File: config.mk
export PLATFORM = sky130hd
export DESIGN_NAME = adder_toggle_monitor
export DESIGN_NICKNAME = d
export VERILOG_FILES = /design/src/rtl/taf_pkg.sv /design/src/rtl/taf_toggle_scorer.sv /design/src/rtl/taf_seq_divider.sv /design/src/rtl/adder_toggle_monitor.sv
export SDC_FILE = /design/constraint.sdc
export NUM_CORES = 1
export LEC_CHECK = 0
export ABC_AREA = 1
export BUFFER_PORTS_ARGS = -buffer_cell sky130_fd_sc_hd__buf_2
export CAP_MARGIN = 0
export CORE_MARGIN = 2
export CORE_UTILIZATION = 54
export CTS_CLUSTER_SIZE = 10
export DETAILED_ROUTE_END_ITERATION = 8
export HOLD_SLACK_MARGIN = 0.05
export PLACE_DENSITY = 0.82
export SYNTH_ARGS = -nofsm -noshare
export SYNTH_HDL_FRONTEND = slang
export SYNTH_SLANG_ARGS = --single-unit
File: constraint.sdc
create_clock -name clk -period 6 [get_ports clk]
set_input_delay 0.3 -clock clk [delete_from_list [all_inputs] [get_ports clk]]
set_output_delay 0.3 -clock clk [all_outputs]
set_load 0.1 [all_outputs]
File: src/rtl/taf_pkg.sv
package taf_pkg;

  // Half-toggle units of one adder: one per output that flipped.
  function automatic logic [1:0] fa_half_toggles(
    input logic sum_now,
    input logic cout_now,
    input logic sum_old,
    input logic cout_old
  );
    logic s_flip;
    logic c_flip;
    s_flip = sum_now ^ sum_old;
    c_flip = cout_now ^ cout_old;
    return {s_flip & c_flip, s_flip ^ c_flip};
  endfunction

endpackage

File: src/rtl/taf_toggle_scorer.sv
module taf_toggle_scorer #(
  parameter int NUM_FA  = 12,
  parameter int SCORE_W = 5
) (
  input  logic [NUM_FA-1:0]  now_sum,
  input  logic [NUM_FA-1:0]  now_cout,
  input  logic [NUM_FA-1:0]  old_sum,
  input  logic [NUM_FA-1:0]  old_cout,
  output logic [SCORE_W-1:0] total
);
  import taf_pkg::*;

  logic [1:0] cell_units [NUM_FA];

  for (genvar g = 0; g < NUM_FA; g++) begin : g_cell
    assign cell_units[g] = fa_half_toggles(now_sum[g], now_cout[g],
                                           old_sum[g], old_cout[g]);
  end

  always_comb begin
    total = '0;
    for (int i = 0; i < NUM_FA; i++) begin
      total = total + SCORE_W'(cell_units[i]);
    end
  end

endmodule

File: src/rtl/taf_seq_divider.sv
module taf_seq_divider #(
  parameter int DW  = 12,
  parameter int DVW = 5
) (
  input  logic           clk,
  input  logic           rst_n,
  input  logic           start,
  input  logic [DW-1:0]  dividend,
  input  logic [DVW-1:0] divisor,
  output logic [DW-1:0]  quotient,
  output logic           done,
  output logic           busy
);
  localparam int CW = $clog2(DW + 1);

  logic [DVW-1:0] rem_q, rem_d;
  logic [DW-1:0]  work_q, work_d;
  logic [DW-1:0]  res_q, res_d;
  logic [CW-1:0]  cnt_q, cnt_d;
  logic           done_q, done_d;

  logic [DVW:0]   rem_sh;
  logic           fits;
  logic [DW-1:0]  work_step;
  logic [DVW-1:0] rem_step;

  assign busy = (cnt_q != '0);

  always_comb begin
    rem_sh    = {rem_q, work_q[DW-1]};
    fits      = (rem_sh >= {1'b0, divisor});
    rem_step  = fits ? DVW'(rem_sh - {1'b0, divisor}) : rem_sh[DVW-1:0];
    work_step = {work_q[DW-2:0], fits};
  end

  always_comb begin
    rem_d  = rem_q;
    work_d = work_q;
    res_d  = res_q;
    cnt_d  = cnt_q;
    done_d = 1'b0;
    if (start && !busy) begin
      rem_d  = '0;
      work_d = dividend;
      cnt_d  = CW'(DW);
    end else if (busy) begin
      rem_d  = rem_step;
      work_d = work_step;
      cnt_d  = cnt_q - CW'(1);
      if (cnt_q == CW'(1)) begin
        res_d  = work_step;
        done_d = 1'b1;
      end
    end
  end

  always_ff @(posedge clk or negedge rst_n) begin
    if (!rst_n) begin
      rem_q  <= '0;
      work_q <= '0;
      res_q  <= '0;
      cnt_q  <= '0;
      done_q <= 1'b0;
    end else begin
      rem_q  <= rem_d;
      work_q <= work_d;
      res_q  <= res_d;
      cnt_q  <= cnt_d;
      done_q <= done_d;
    end
  end

  assign quotient = res_q;
  assign done     = done_q;

  assert_done_single_R7: assert property (@(posedge clk) disable iff (!rst_n)
    done_q |=> !done_q);

  assert_busy_ends_done_R7: assert property (@(posedge clk) disable iff (!rst_n)
    $fell(busy) |-> done_q);

  assert_result_stable_R7: assert property (@(posedge clk) disable iff (!rst_n)
    !done_d |=> $stable(res_q));

endmodule

File: src/rtl/adder_toggle_monitor.sv
module adder_toggle_monitor #(
  parameter int NUM_FA  = 12,
  parameter int M_W     = 4,
  parameter int N_W     = 4,
  parameter int FRAC_W  = 8,
  localparam int SCORE_W = $clog2(2 * NUM_FA + 1),
  localparam int DW      = SCORE_W + FRAC_W - 1
) (
  input  logic               clk,
  input  logic               rst_n,
  input  logic               sample_valid,
  input  logic [NUM_FA-1:0]  fa_sum,
  input  logic [NUM_FA-1:0]  fa_cout,
  output logic [SCORE_W-1:0] score,
  output logic [DW-1:0]      activity,
  output logic               done,
  output logic               busy
);
  localparam int PROD = M_W * N_W;
  localparam int DVW  = $clog2(PROD + 1);

  logic [NUM_FA-1:0]  hist_sum_q, hist_sum_d;
  logic [NUM_FA-1:0]  hist_cout_q, hist_cout_d;
  logic               primed_q, primed_d;
  logic [SCORE_W-1:0] score_q, score_d;
  logic [SCORE_W-1:0] raw_total;
  logic               div_busy;
  logic               accept;
  logic [DW-1:0]      dividend;

  taf_toggle_scorer #(.NUM_FA(NUM_FA), .SCORE_W(SCORE_W)) u_scorer (
    .now_sum  (fa_sum),
    .now_cout (fa_cout),
    .old_sum  (hist_sum_q),
    .old_cout (hist_cout_q),
    .total    (raw_total)
  );

  assign accept = sample_valid && !div_busy;

  always_comb begin
    hist_sum_d  = hist_sum_q;
    hist_cout_d = hist_cout_q;
    primed_d    = primed_q;
    score_d     = score_q;
    if (accept) begin
      hist_sum_d  = fa_sum;
      hist_cout_d = fa_cout;
      primed_d    = 1'b1;
      score_d     = primed_q ? raw_total : '0;
    end
  end

  always_ff @(posedge clk or negedge rst_n) begin
    if (!rst_n) begin
      hist_sum_q  <= '0;
      hist_cout_q <= '0;
      primed_q    <= 1'b0;
      score_q     <= '0;
    end else begin
      hist_sum_q  <= hist_sum_d;
      hist_cout_q <= hist_cout_d;
      primed_q    <= primed_d;
      score_q     <= score_d;
    end
  end

  assign dividend = DW'(score_d) << (FRAC_W - 1);

  taf_seq_divider #(.DW(DW), .DVW(DVW)) u_div (
    .clk      (clk),
    .rst_n    (rst_n),
    .start    (accept),
    .dividend (dividend),
    .divisor  (DVW'(PROD)),
    .quotient (activity),
    .done     (done),
    .busy     (div_busy)
  );

  assign busy  = div_busy;
  assign score = score_q;

  assert_first_zero_R2: assert property (@(posedge clk) disable iff (!rst_n)
    (sample_valid && !busy && !primed_q) |=> (score == '0));

  assert_no_overflow_R4: assert property (@(posedge clk) disable iff (!rst_n)
    score <= SCORE_W'(2 * NUM_FA));

  assert_hist_hold_R5: assert property (@(posedge clk) disable iff (!rst_n)
    !(sample_valid && !busy) |=> ($stable(hist_sum_q) && $stable(hist_cout_q)));

  assert_score_hold_R9: assert property (@(posedge clk) disable iff (!rst_n)
    !(sample_valid && !busy) |=> $stable(score));

endmodule

==> out/summary.md <==
• 0 — leftover overflow at the end of global routing
• 366 — synthesized instance count
• 0.35 ns — clock latency reported for the late side of the worst-skew pair
• 0.203 — overall fraction of global-route tracks in use
• 1.00 — Async SR Flop Fraction
• 4.85 — Vias per Instance
• 2403 — vias after detailed routing
• 0.126 ns — final hold slack
• yes — clock tree from TritonCTS
• 0 — total of endpoints with negative setup slack in the final report
• 0 — number of diodes
• 65 — largest net degree at the start of global routing
• 0.08 ns — CTS clock-pin slew for the worst setup and hold paths
• sky130_fd_sc_hd__clkbuf_8 — root buf cell
• 6.27 ns — Crit path required time
• 84.0 um — height of the chip
• 6280 um — final wirelength
• 0 — synth warn
• 0.550 — Starting Density
• 432 — syn_nets
• 13.4% — P&R area growth vs syn
• 0.464 — sequential cell area fraction in the yosys report
• flip-flop — Worst setup EP type
• 1.25 ns — post-route worst setup slack
• 0 — antenna violations before repair
• 11300 um — first-pass GRT wire length
• 0.0112 ns — final setup skew
• 46 — count of boundary I/O pins
• 0 — maximum capacitance violations
• 64 — count of state elements after synthesis
• 12.7 um — Routed wire per std cell
• 3 — H-tree Lvls
• 29 — std cell rows
• 24 — post-synth cell types
• 4450 um — Final HPWL DP
• 64 — CTS sink count
• 3450 um^2 — netlist area before placement
• 2 — maximum net fanout on the critical path
• 84.0 um — x dimension of the die
• 0 — count of cells resized by post-cts repair
• 4 — first-pass detailed-route iteration total
• 0 — count of final hold-check violations
• in -> async — Hold Path Class
• 0.819 — global placer's final weighted congestion
• 0.792 — share of the clock period used by the worst path
• 9.44 um^2 — Syn Area/Cell
• 0 — Post-CTS Setup Inserts
• 0 — detailed-route DRC error count
• 0 ns — setup TNS
• 6280 um^2 — Core ar.
• 0 — number of nets still failing antenna checks after routing
• no — setup repair after global routing missed its margin
• 0 — max-slew violation count
• 0 — # hold bufs at CTS
• finished, final reports clean — status
• 1.28 ns — worst slack, placed
• 7050 um^2 — die area
• 0.175 — ratio of cells with drive above 1 in the final layout
• 0.801 ns — pin slew with the least headroom to its limit
• 2478 — via count of the first global-routing pass
• flip-flop — startpoint kind of the worst setup timing path
• 0.466 — worst slew slack as a fraction of its limit
• 0.624 — Final Core Density
• 211 MHz — achievable clock frequency
• 45 — port buffer count
• 4.75 ns — clock period minus worst slack
• 9 — CTS buffer count
• 152 — Initial DRC Count
• 2 — maximum number of buffers from clock root to sink
• sky130_fd_sc_hd__dfrtp_1 — ys flop type
• 479 — post-layout net count
• 0 — EDFF count, synth
• reg -> reg — path type of the worst setup path
• 5.02 ns — Critical Path AT
[cell usage after synthesis, types with 2 or more instances]
master / n / share of area
sky130_fd_sc_hd__a21oi_1: 5 / 0.0072
sky130_fd_sc_hd__fa_1: 19 / 0.11
sky130_fd_sc_hd__ha_1: 20 / 0.072
sky130_fd_sc_hd__xor2_1: 25 / 0.063
sky130_fd_sc_hd__nor2_2: 2 / 0.0036
sky130_fd_sc_hd__inv_1: 55 / 0.060
sky130_fd_sc_hd__o21ai_0: 3 / 0.0043
sky130_fd_sc_hd__inv_2: 4 / 0.0043
sky130_fd_sc_hd__o22ai_1: 10 / 0.018
sky130_fd_sc_hd__nor2_1: 7 / 0.0076
sky130_fd_sc_hd__nand3_1: 7 / 0.010
sky130_fd_sc_hd__o21ai_1: 12 / 0.017
sky130_fd_sc_hd__dfrtp_1: 64 / 0.46
sky130_fd_sc_hd__nand2_1: 115 / 0.12
sky130_fd_sc_hd__buf_2: 8 / 0.012
sky130_fd_sc_hd__clkbuf_1: 2 / 0.0022
[area by class of cell]
cell class | count | area (um^2)
multi-input cells | 233 | 1580
flip-flops and latches | 64 | 1600
clock inverters | 6 | 42.5
repair buffers | 46 | 233
well taps | 77 | 96.3
fillers | 552 | 2360
clock buffers | 10 | 138
inverters | 59 | 221
[placed cells by master, fill, tap and decap left out, types with 2 or more instances in the layout]
| cell | Yosys | routed |
|---|---|---|
| sky130_fd_sc_hd__nand2_1 | 115 | 115 |
| sky130_fd_sc_hd__nor2_2 | 2 | 2 |
| sky130_fd_sc_hd__buf_2 | 8 | 45 |
| sky130_fd_sc_hd__o21ai_0 | 3 | 3 |
| sky130_fd_sc_hd__o21ai_1 | 12 | 12 |
| sky130_fd_sc_hd__dfrtp_1 | 64 | 64 |
| sky130_fd_sc_hd__inv_1 | 55 | 55 |
| sky130_fd_sc_hd__o22ai_1 | 10 | 10 |
| sky130_fd_sc_hd__clkinvlp_4 | 0 | 2 |
| sky130_fd_sc_hd__ha_1 | 20 | 20 |
| sky130_fd_sc_hd__fa_1 | 19 | 19 |
| sky130_fd_sc_hd__clkbuf_8 | 0 | 10 |
| sky130_fd_sc_hd__inv_2 | 4 | 4 |
| sky130_fd_sc_hd__nor2_1 | 7 | 7 |
| sky130_fd_sc_hd__nand3_1 | 7 | 7 |
| sky130_fd_sc_hd__clkinv_2 | 0 | 2 |
| sky130_fd_sc_hd__a21oi_1 | 5 | 5 |
| sky130_fd_sc_hd__xor2_1 | 25 | 25 |
[worst paths after layout]
kind / from / slack (ns) / cells after the start / end
max in group asynchronous: rst_n / 5.35 / 2 / hist_cout_q[10]
setup / recovery: hist_sum_q[1] / 1.25 / 13 / u_div.work_q[10]
hold reg to reg: primed_q / 0.48 / 2 / primed_q
setup reg to reg: hist_sum_q[1] / 1.25 / 13 / u_div.work_q[10]
min in group clk: fa_sum[7] / 0.17 / 3 / hist_sum_q[7]
hold / removal: rst_n / 0.13 / 2 / u_div.quotient[2]
[state kept, by name, summed over array words and instances (netlist names)]
| signal | flops |
|---|---|
| hist_sum_q | 12 |
| u_div.quotient | 12 |
| u_div.cnt_q | 4 |
| primed_q | 1 |
| score | 5 |
| hist_cout_q | 12 |
| u_div.done | 1 |
| u_div.rem_q | 5 |
| u_div.work_q | 12 |
[critical path: stages, from the launching register on]
cell,delay (ns)
sky130_fd_sc_hd__dfrtp_1,0.39
sky130_fd_sc_hd__xor2_1,0.23
sky130_fd_sc_hd__ha_1,0.28
sky130_fd_sc_hd__ha_1,0.22
sky130_fd_sc_hd__fa_1,0.46
sky130_fd_sc_hd__fa_1,0.53
sky130_fd_sc_hd__fa_1,0.52
sky130_fd_sc_hd__fa_1,0.52
sky130_fd_sc_hd__fa_1,0.50
sky130_fd_sc_hd__ha_1,0.25
sky130_fd_sc_hd__fa_1,0.39
sky130_fd_sc_hd__xor2_1,0.17
sky130_fd_sc_hd__nand2_1,0.09
sky130_fd_sc_hd__a21oi_1,0.14
[layer usage]
metal	vias to the layer above	track usage	share of wire
li1	1212	-	-
met1	1129	0.260	0.45
met2	54	0.335	0.49
met3	8	0.0643	0.044
met4	0	0.0528	0.010
met5	-	0	0
[stage by stage]
| stage | instance area [um^2] | cells |
|---|---|---|
| finish | 3920 | 495 |
| global route | 3920 | 495 |
| CTS | 3920 | 495 |
| detailed placement | 3740 | 479 |
| global placement | 3740 | 479 |
| floorplan | 3450 | 366 |
[logic make-up (layout without fill, tap and decap cells)]
family,count (synthesis),in the layout,share of synthesized area
buffers and inverters,69,121,0.0779
AND/OR/NAND/NOR,136,136,0.158
flip-flops,64,64,0.464
adder cells (fa/ha/maj),39,39,0.183
XOR/XNOR,25,25,0.0634
AO/OA/AOI/OAI,33,33,0.0547
Power is not shown: default switching activity piles up to over one toggle a cycle in this logic, so the estimate is an artifact.
